===== config.mk =====
export PLATFORM = sky130hd
export DESIGN_NAME = nbr_target
export DESIGN_NICKNAME = d
export VERILOG_FILES = /design/src/rtl/nbr_pkg.sv /design/src/rtl/nbr_seq.sv /design/src/rtl/nbr_addr.sv /design/src/rtl/nbr_drive.sv /design/src/rtl/nbr_target.sv
export SDC_FILE = /design/constraint.sdc
export NUM_CORES = 1
export LEC_CHECK = 0
export BUFFER_PORTS_ARGS = -buffer_cell sky130_fd_sc_hd__buf_4
export CAP_MARGIN = 0
export CORE_ASPECT_RATIO = 0.6
export CORE_UTILIZATION = 50
export CTS_CLUSTER_DIAMETER = 30
export DETAILED_ROUTE_END_ITERATION = 8
export GPL_TIMING_DRIVEN = 0
export PLACE_DENSITY = 0.82
export SLEW_MARGIN = 0
export SYNTH_ARGS = -nofsm -noshare
export SYNTH_HDL_FRONTEND = slang
export SYNTH_SLANG_ARGS = --single-unit

===== constraint.sdc =====
create_clock -name clk -period 6.64 [get_ports clk]
set_clock_uncertainty 0.15 [all_clocks]
set_input_delay 0.332 -clock clk [delete_from_list [all_inputs] [get_ports clk]]
set_output_delay 0.332 -clock clk [all_outputs]
set_load 0.005 [all_outputs]

===== src/rtl/nbr_pkg.sv =====
package nbr_pkg;
   localparam int           NIB_W      = 4;
   localparam int           BYTE_W     = 8;
   localparam int           MAX_LOG    = 7;
   localparam int           BURST_W    = MAX_LOG + 1;
   localparam logic [3:0]   NIB_START  = 4'b1101;
   localparam logic [3:0]   NIB_TAR    = 4'b1111;
   localparam logic [3:0]   NIB_WSYNC  = 4'b0101;
   localparam logic [3:0]   NIB_RSYNC  = 4'b0000;

   typedef enum logic [3:0] {
      ST_IDLE, ST_ID, ST_ADDR, ST_SIZE, ST_HTAR, ST_TTAR,
      ST_WAIT, ST_READY, ST_DLO, ST_DHI, ST_ETAR
   } nbr_state_e;

   function automatic logic size_ok(input logic [3:0] c);
      return (c == 4'd0) || (c == 4'd1) || (c == 4'd2) || (c == 4'd4) || (c == 4'd7);
   endfunction

   function automatic logic [BURST_W-1:0] burst_last(input logic [3:0] c);
      return BURST_W'((9'd1 << c[2:0]) - 9'd1);
   endfunction
endpackage


===== src/rtl/nbr_seq.sv =====
module nbr_seq
   import nbr_pkg::*;
#(
   parameter int ADDR_NIBS  = 7,
   parameter int WAIT_SYNCS = 2
) (
   input  logic       clk,
   input  logic       rst_n,
   input  logic       frame_n,
   input  logic [3:0] bus_in,
   input  logic [3:0] id_strap,
   output nbr_state_e state,
   output logic       addr_shift,
   output logic       size_take,
   output logic       rd_issue,
   output logic       byte_load
);
   localparam int CNT_MAX = (ADDR_NIBS > WAIT_SYNCS) ? ADDR_NIBS : WAIT_SYNCS;
   localparam int CNT_W   = $clog2(CNT_MAX + 1);

   if (ADDR_NIBS < 1) begin : g_bad_nibs
      $error("nbr_seq: ADDR_NIBS must be at least 1");
   end
   if (WAIT_SYNCS < 1) begin : g_bad_wait
      $error("nbr_seq: WAIT_SYNCS must be at least 1");
   end

   nbr_state_e         state_q, state_d;
   logic [CNT_W-1:0]   cnt_q, cnt_d;
   logic [BURST_W-1:0] left_q, left_d;

   always_comb begin
      state_d = state_q;
      cnt_d   = cnt_q;
      left_d  = left_q;
      if (state_q != ST_IDLE && !frame_n) begin
         state_d = (bus_in == NIB_START) ? ST_ID : ST_IDLE;
      end else begin
         case (state_q)
            ST_IDLE:  if (!frame_n && bus_in == NIB_START) state_d = ST_ID;
            ST_ID: begin
               if (bus_in == id_strap) begin
                  state_d = ST_ADDR;
                  cnt_d   = '0;
               end else begin
                  state_d = ST_IDLE;
               end
            end
            ST_ADDR: begin
               if (cnt_q == CNT_W'(ADDR_NIBS - 1)) state_d = ST_SIZE;
               else                                cnt_d   = cnt_q + 1'b1;
            end
            ST_SIZE: begin
               if (size_ok(bus_in)) begin
                  state_d = ST_HTAR;
                  left_d  = burst_last(bus_in);
               end else begin
                  state_d = ST_IDLE;
               end
            end
            ST_HTAR:  state_d = ST_TTAR;
            ST_TTAR: begin
               state_d = ST_WAIT;
               cnt_d   = '0;
            end
            ST_WAIT: begin
               if (cnt_q == CNT_W'(WAIT_SYNCS - 1)) state_d = ST_READY;
               else                                 cnt_d   = cnt_q + 1'b1;
            end
            ST_READY: state_d = ST_DLO;
            ST_DLO:   state_d = ST_DHI;
            ST_DHI: begin
               if (left_q == '0) begin
                  state_d = ST_ETAR;
               end else begin
                  left_d  = left_q - 1'b1;
                  state_d = ST_DLO;
               end
            end
            ST_ETAR:  state_d = ST_IDLE;
            default:  state_d = ST_IDLE;
         endcase
      end
   end

   always_ff @(posedge clk or negedge rst_n) begin
      if (!rst_n) begin
         state_q <= ST_IDLE;
         cnt_q   <= '0;
         left_q  <= '0;
      end else begin
         state_q <= state_d;
         cnt_q   <= cnt_d;
         left_q  <= left_d;
      end
   end

   assign state      = state_q;
   assign addr_shift = (state_q == ST_ADDR) && frame_n;
   assign size_take  = (state_q == ST_SIZE) && frame_n && size_ok(bus_in);
   assign rd_issue   = ((state_q == ST_WAIT) && (cnt_q == CNT_W'(WAIT_SYNCS - 1))) ||
                       ((state_q == ST_DLO) && (left_q != '0));
   assign byte_load  = (state_q == ST_READY) || ((state_q == ST_DHI) && (left_q != '0));

   AST_START_SEEN: assert property (@(posedge clk) disable iff (!rst_n)
      (state_q == ST_IDLE && !frame_n && bus_in == NIB_START) |=> state_q == ST_ID);
   AST_ID_REJECT: assert property (@(posedge clk) disable iff (!rst_n)
      (state_q == ST_ID && frame_n && bus_in != id_strap) |=> state_q == ST_IDLE);
   AST_TWO_WAITS: assert property (@(posedge clk) disable iff (!rst_n)
      (state_q == ST_READY) |-> ($past(state_q) == ST_WAIT && $past(state_q, 2) == ST_WAIT));
   AST_BAD_SIZE: assert property (@(posedge clk) disable iff (!rst_n)
      (state_q == ST_SIZE && frame_n && !size_ok(bus_in)) |=> state_q == ST_IDLE);
   AST_ABORT_IDLE: assert property (@(posedge clk) disable iff (!rst_n)
      (state_q != ST_IDLE && !frame_n && bus_in != NIB_START) |=> state_q == ST_IDLE);
endmodule


===== src/rtl/nbr_addr.sv =====
module nbr_addr
   import nbr_pkg::*;
#(
   parameter int ADDR_NIBS = 7,
   parameter int SPACE_BIT = 22,
   parameter int ARRAY_W   = 20,
   localparam int ADDR_W   = NIB_W * ADDR_NIBS
) (
   input  logic              clk,
   input  logic              rst_n,
   input  logic [3:0]        bus_in,
   input  logic              addr_shift,
   input  logic              size_take,
   input  logic              rd_issue,
   output logic [ADDR_W-1:0] rd_addr,
   output logic              rd_regsp
);
   if (SPACE_BIT >= ADDR_W) begin : g_bad_space
      $error("nbr_addr: SPACE_BIT must lie inside the address");
   end
   if (ARRAY_W > SPACE_BIT || ARRAY_W <= MAX_LOG) begin : g_bad_array
      $error("nbr_addr: ARRAY_W must exceed the burst span and not reach SPACE_BIT");
   end

   logic [ADDR_W-1:0] addr_q, align_mask, keep_mask;
   logic              regsp_q;

   assign align_mask = ~((ADDR_W'(1) << bus_in[2:0]) - ADDR_W'(1));

   for (genvar b = 0; b < ADDR_W; b++) begin : g_keep
      if (b < ARRAY_W) begin : g_low
         assign keep_mask[b] = 1'b1;
      end else begin : g_high
         assign keep_mask[b] = ~addr_q[SPACE_BIT];
      end
   end

   always_ff @(posedge clk or negedge rst_n) begin
      if (!rst_n) begin
         addr_q  <= '0;
         regsp_q <= 1'b0;
      end else if (addr_shift) begin
         addr_q  <= {addr_q[ADDR_W-NIB_W-1:0], bus_in};
      end else if (size_take) begin
         addr_q  <= addr_q & align_mask & keep_mask;
         regsp_q <= ~addr_q[SPACE_BIT];
      end else if (rd_issue) begin
         addr_q  <= addr_q + 1'b1;
      end
   end

   assign rd_addr  = addr_q;
   assign rd_regsp = regsp_q;

   AST_ADDR_STEP: assert property (@(posedge clk) disable iff (!rst_n)
      rd_issue |=> rd_addr == $past(rd_addr) + 1'b1);
   AST_ARRAY_MASK: assert property (@(posedge clk) disable iff (!rst_n)
      (rd_issue && !rd_regsp) |-> (rd_addr >> ARRAY_W) == '0);
endmodule


===== src/rtl/nbr_drive.sv =====
module nbr_drive
   import nbr_pkg::*;
(
   input  logic              clk,
   input  logic              rst_n,
   input  nbr_state_e        state,
   input  logic              byte_load,
   input  logic [BYTE_W-1:0] rd_data,
   output logic [3:0]        bus_out,
   output logic              bus_oe
);
   logic [BYTE_W-1:0] byte_q;

   always_ff @(posedge clk or negedge rst_n) begin
      if (!rst_n)         byte_q <= '0;
      else if (byte_load) byte_q <= rd_data;
   end

   always_comb begin
      bus_oe  = 1'b1;
      bus_out = NIB_TAR;
      case (state)
         ST_TTAR:  bus_out = NIB_TAR;
         ST_WAIT:  bus_out = NIB_WSYNC;
         ST_READY: bus_out = NIB_RSYNC;
         ST_DLO:   bus_out = byte_q[3:0];
         ST_DHI:   bus_out = byte_q[7:4];
         ST_ETAR:  bus_out = NIB_TAR;
         default:  bus_oe  = 1'b0;
      endcase
   end

   AST_TAKEOVER_TAR: assert property (@(posedge clk) disable iff (!rst_n)
      $rose(bus_oe) |-> bus_out == NIB_TAR);
   AST_RELEASE: assert property (@(posedge clk) disable iff (!rst_n)
      (state == ST_ETAR) |=> !bus_oe);
endmodule


===== src/rtl/nbr_target.sv =====
module nbr_target
   import nbr_pkg::*;
#(
   parameter int ADDR_NIBS  = 7,
   parameter int WAIT_SYNCS = 2,
   parameter int SPACE_BIT  = 22,
   parameter int ARRAY_W    = 20,
   localparam int ADDR_W    = NIB_W * ADDR_NIBS
) (
   input  logic              clk,
   input  logic              rst_n,
   input  logic              frame_n,
   input  logic [3:0]        bus_in,
   output logic [3:0]        bus_out,
   output logic              bus_oe,
   input  logic [3:0]        id_strap,
   output logic              rd_en,
   output logic [ADDR_W-1:0] rd_addr,
   output logic              rd_regsp,
   input  logic [7:0]        rd_data
);
   nbr_state_e state;
   logic       addr_shift, size_take, byte_load;

   nbr_seq #(.ADDR_NIBS(ADDR_NIBS), .WAIT_SYNCS(WAIT_SYNCS)) i_seq (
      .clk        (clk),
      .rst_n      (rst_n),
      .frame_n    (frame_n),
      .bus_in     (bus_in),
      .id_strap   (id_strap),
      .state      (state),
      .addr_shift (addr_shift),
      .size_take  (size_take),
      .rd_issue   (rd_en),
      .byte_load  (byte_load)
   );

   nbr_addr #(.ADDR_NIBS(ADDR_NIBS), .SPACE_BIT(SPACE_BIT), .ARRAY_W(ARRAY_W)) i_addr (
      .clk        (clk),
      .rst_n      (rst_n),
      .bus_in     (bus_in),
      .addr_shift (addr_shift),
      .size_take  (size_take),
      .rd_issue   (rd_en),
      .rd_addr    (rd_addr),
      .rd_regsp   (rd_regsp)
   );

   nbr_drive i_drive (
      .clk        (clk),
      .rst_n      (rst_n),
      .state      (state),
      .byte_load  (byte_load),
      .rd_data    (rd_data),
      .bus_out    (bus_out),
      .bus_oe     (bus_oe)
   );

   AST_RESET_QUIET: assert property (@(posedge clk) $fell(rst_n) |=> (!bus_oe && !rd_en));
endmodule


# Yosys cells after proc, flatten, opt, wreduce, memory -nomap -nowiden
# Cells that the tools add are included.
classes:
  n_addsub: 5
  n_mul: 0
  n_div: 0
  magnitude_cmp: 0
  n_eq_ne: 26
  shifts: 2
  n_mux: 21
  n_bitwise: 6
  reduce_logical: 28
ops:
  columns: ["cell", "count"]
  rows:
  - ["28-bit two-way mux", 3]
  - ["28-bit bitwise AND", 2]
  - ["4-bit one-hot mux with 10 select lines", 1]
  - ["28-bit by 1-bit adder with 28-bit output, second input constant", 1]
  - ["28-bit inverter", 1]
  - ["1-bit by 3-bit left shift with 28-bit output, first input constant", 1]
  - ["28-bit by 2-bit subtractor with 28-bit output, second input constant", 1]
  - ["4-bit by 3-bit equality test with 1-bit output, second input constant", 6]
  - ["4-bit equality test, second input constant", 4]
  - ["4-bit two-way mux", 4]
  - ["8-bit two-way mux", 2]
  - ["4-bit one-hot mux with 4 select lines", 1]
  - ["8-bit one-hot mux with 2 select lines", 1]
  - ["8-bit by 1-bit subtractor with 8-bit output, second input constant", 2]
  - ["4-bit by 2-bit equality test with 1-bit output, second input constant", 3]
  - ["3-bit two-way mux", 4]
  - ["3-bit one-hot mux with 4 select lines", 1]
  - ["4-bit by 1-bit equality test with 1-bit output, second input constant", 2]
  - ["1-bit logical AND", 8]
  - ["4-bit zero test", 2]
  - ["8-bit zero test", 1]
  - ["4-bit nonzero test", 2]
  - ["8-bit nonzero test", 1]
  - ["1-bit by 3-bit left shift with 8-bit output, first input constant", 1]
  - ["20 further kinds", 33]
totals:
  regBits: 52
  latch_bits: 0
  ramBits: 0
  romBits: 0
  inputBits: 19
  output_inout_bits: 35
  word_cells: 94
  memories: 0

# Longest topological paths before layout
depth:
  word_depth: 8
  mapped_depth: 11
  ltp_nobuf: 9

# By module
# A second synthesis with hierarchy kept.
unflattened:
  hier_cells: 420
  area_unflattened_um2: 3692.3
by_module_without_submodules:
  columns: ["mod", "instances", "cells_per_inst", "area_per_inst_um2", "seq_area_each_um2"]
  rows:
  - ["nbr_addr", 1, 234, 1930.6, 725.7]
  - ["nbr_seq", 1, 148, 1327.5, 375.4]
  - ["nbr_drive", 1, 38, 434.2, 200.2]

# Least setup slack after synthesis
# No wires, ideal clock.
synth_timing:
  path_type: "register to register"
  startpoint: "register i_seq.state_q[1] (netlist: i_seq.state[1])"
  endpoint: "register i_seq.left_q[6]"
  setup_ps: 123
  t_arrival_ps: 2441
  t_required_ps: 6367
  slack_ps: 3927
  stages_incl_launch_ff: 12
  path_buffers: 2
  period_less_slack_ps: 2713
  cell_sequence: "dfrtp_1 -> clkbuf_1 -> nor3b_1 -> and2_1 -> clkbuf_1 -> nor4_1 -> a21oi_1 -> ha_1 -> nand3_1 -> o21ai_0 -> nand3_1 -> o221a_2"
synth_via:
  elab_chain_cells: 4
  word_cells_on_any_way: 10
  cone_classes: "4 x eq/ne; 1 x mux; 1 x bitwise; 4 x reduce/logical"
synth_rtl:
  columns: ["item", "line", "rtl"]
  rows:
  - ["start, declared", "nbr_seq.sv:28", "nbr_state_e state_q, state_d;"]
  - ["start signal, assigned", "nbr_seq.sv:92", "state_q <= state_d;"]
  - ["parallel branches: the longest is 4 deep, another holds 4-bit equality test", null, null]
  - ["end signal, assigned", "nbr_seq.sv:94", "left_q <= left_d;"]
  - ["end, declared", "nbr_seq.sv:30", "logic [BURST_W-1:0] left_q, left_d;"]
# Several ways; the timed one is not identified.
# A chain may end at the register's enable or synchronous reset.

# Final worst setup path
# Ends and elaborated chain as after synthesis.

==> results.json <==
{
  "outcome": "complete, no violations",
  "r2r_start": "i_seq.state[1]",
  "antenna_found_initial": 0,
  "endpoint": "i_seq.left_q[6]",
  "r2r_cells": 11,
  "crit_arrival_ns": 3.55,
  "dp_cells": 545,
  "drcViolationCount": 0,
  "stdcell_count": 554,
  "required_ns": 6.67,
  "grt_pass1_wl_um": 16100,
  "drive_gt1_share_pct": 16.7,
  "ys_seq_elements": 52,
  "critPathKind": "register to register",
  "r2r_end": "i_seq.left_q[6]",
  "finalMaxSlewViolations": 0,
  "cp_max_fo": 10,
  "place_congestion": 0.919,
  "p_leak_nw": 1.62,
  "yosys.area.top_type": "dfrtp_1",
  "fillCellCount": 552,
  "vias": 3617,
  "dp_hpwl_um": 7130,
  "synth_warnings": 0,
  "clk_latency_ns": 0.29,
  "h-tree-depth": 2,
  "grt_overflow": 0,
  "maxSlewHeadroom_pct": 20.5,
  "first_pass_iters": 6,
  "initial_core_util_pct": 52.0,
  "start_kind": "register",
  "syn_to_final_growth_pct": 19.0,
  "final_nets": 491,
  "grt_start_max_net_pins": 53,
  "finalSetupTns_ns": 0,
  "syn_inst": 408,
  "cts-root-buf": "clkbuf_16",
  "cts_tree": "built",
  "power.density_nw_per_um2": 174,
  "fmax_ghz": 0.284,
  "setup.worst_path.end_class": "register",
  "grt.total_usage_pct": 28.8,
  "die_w_um": 110,
  "die_area_um2": 7290,
  "syn_area_um2": 3470,
  "routedWlPerCell_um": 17.9,
  "synthArstFlopShare_pct": 100,
  "setup_violations": 0,
  "worst_slack_ns": 3.12,
  "syn_nets": 433,
  "finalInstanceArea_um2": 4130,
  "hold_path.class": "input pin to register",
  "antenna-diode-count": 0,
  "netlist_top_cells_area": "dfrtp_1 (38%), nand2_1 (6.1%), o21ai_0 (4.2%), a21oi_1 (3.6%), mux2_2 (3.2%)",
  "rows": 23,
  "rsz0062_at_grt": "no",
  "place_area_um2": 3950,
  "place_ws_ns": 3.30,
  "drtIter0Drc": 500,
  "reg2reg_slack_ns": 3.12,
  "avgSynthCellArea_um2": 8.50,
  "clock_path_buffers": 2,
  "vias_per_cell": 6.53,
  "synth_cell_types": 60,
  "tightestPinTransition_ns": 1.18,
  "grt_pass1_vias": 3302,
  "io_buffers": 50,
  "finalCritPeriodShare_pct": 53.0,
  "ys_seq_area_share_pct": 37.5,
  "numCtsBuffers": 5,
  "ir_drop_uv": 148,
  "clk_pin_slew_ns": 0.07,
  "drv_cap": 0,
  "yosys_most_used_dff": "dfrtp_1",
  "ant_nets": 0,
  "wl_um": 9940,
  "min_period_ns": 3.52,
  "whs_path_depth": 2,
  "die_h_um": 66.5,
  "ctsResizeCount": 0,
  "design_power_total_uw": 719,
  "design.core.area_um2": 6680,
  "top_level_ports": 54,
  "synth-edff-count": 0,
  "utilization_pct": 61.8,
  "synth_top_area_share_pct": 37.5,
  "whs_ns": 0.117,
  "finalHoldViolations": 0,
  "clock_sinks": 52,
  "startpoint": "i_seq.state[1]"
}
## cell usage in the layout (no fill, tap or decap), types with 10 or more instances in the layout
| cell | count |
|---|---|
| nor3_1 | 10 |
| clkbuf_1 | 18 |
| buf_4 | 50 |
| mux2_2 | 10 |
| nand2_1 | 56 |
| nand3_1 | 19 |
| dfrtp_1 | 52 |
| inv_1 | 12 |
| a21oi_1 | 25 |
| nor2_1 | 25 |
| nand4_1 | 11 |
| xnor2_1 | 11 |
| nor4_1 | 10 |
| o21ai_0 | 29 |
## kinds of logic (layout without fill, tap and decap cells)
family,count (synthesis),in the layout,share of synthesized area (%)
AOI/OAI and AO/OA,112,112,21.2
xor gates and xnor gates,16,16,4.04
adders and majority gates,6,6,2.16
buffers and inverters,35,94,4.11
DFF,52,52,37.5
muxes,14,14,4.40
and+or+nand+nor,173,173,26.6
## sequential cells by signal, summed over array words and instances (netlist names)
register,flops
i_seq.left_q,8
i_addr.rd_regsp,1
i_seq.state,4
i_drive.byte_q,8
i_addr.rd_addr,28
i_seq.cnt_q,3
## report_power, final
group | switching, mW | internal [mW] | leakage [nW]
Clock | 0.118 | 0.178 | 0.0808
Combinational | 0.0429 | 0.0366 | 0.895
Sequential | 0.0167 | 0.328 | 0.648
## worst min path at each step
stage	from	endpoint	slack [ns]
2_1_floorplan	rst_n	i_addr.rd_addr[0]	-0.11
3_3_place_gp	rst_n	i_seq.left_q[7]	0.26
3_5_place_dp	rst_n	i_seq.left_q[3]	0.27
4_1_cts	rd_data[5]	i_drive.byte_q[5]	0.12
5_1_grt	rd_data[5]	i_drive.byte_q[5]	0.12
6_report	rd_data[5]	i_drive.byte_q[5]	0.12
## repair_timing
| action | 4_1_cts | 5_1_grt |
|---|---|---|
| hold buffers | 1 | 0 |
| hold endpoints to repair | 52 | 0 |
| buffers inserted | 0 | 0 |
| setup endpoints to repair | 0 | 0 |
## synth_stat cells, types with 3 or more instances
| master | count |
|---|---|
| mux2_2 | 10 |
| nand4_1 | 11 |
| nand2b_1 | 3 |
| a21o_1 | 4 |
| nor2_1 | 25 |
| a31oi_1 | 4 |
| clkbuf_1 | 17 |
| ha_1 | 6 |
| nand3_1 | 19 |
| o41ai_1 | 3 |
| o221ai_1 | 4 |
| xnor2_1 | 11 |
| nand3b_1 | 7 |
| and2_1 | 3 |
| mux2i_1 | 4 |
| nor3_1 | 10 |
| xor2_1 | 5 |
| o211ai_1 | 6 |
| nor3b_1 | 6 |
| or3_1 | 5 |
| o31ai_1 | 5 |
| nor2b_1 | 3 |
| nor4_1 | 10 |
| o311ai_0 | 5 |
| o21ai_0 | 29 |
| o21a_1 | 3 |
| buf_2 | 3 |
| a21oi_1 | 25 |
| dfrtp_1 | 52 |
| nand2_1 | 56 |
| a22oi_1 | 3 |
| inv_1 | 12 |
## critical path, stage by stage, from the launching register on
cell      delay [ns]
dfrtp_1         0.40
clkbuf_1        0.22
nor3b_1         0.66
and2_1          0.30
clkbuf_1        0.38
nor4_1          0.08
a21oi_1         0.19
ha_1            0.34
nand3_1         0.15
o21ai_0         0.26
nand3_1         0.12
o221a_2         0.16
## cell type report
cell class	count	area, µm²	share of cell area (%)
buffer	23	97.6	2.36
inverter	12	45.0	1.09
timing repair buffer	51	385	9.34
multi-input combinational	321	2030	49.1
tap	87	109	2.64
sequential	52	1300	31.5
clock buffer	6	129	3.12
clock inverter	2	35.0	0.849
## per-layer routing
| layer | GRT usage [%] | part of all wire (%) |
|---|---|---|
| met5 | 0 | 0 |
| met4 | 6.17 | 1.4 |
| met3 | 7.53 | 12 |
| met2 | 40.1 | 41 |
| met1 | 43.9 | 45 |
(Power assumes the default switching activity.)
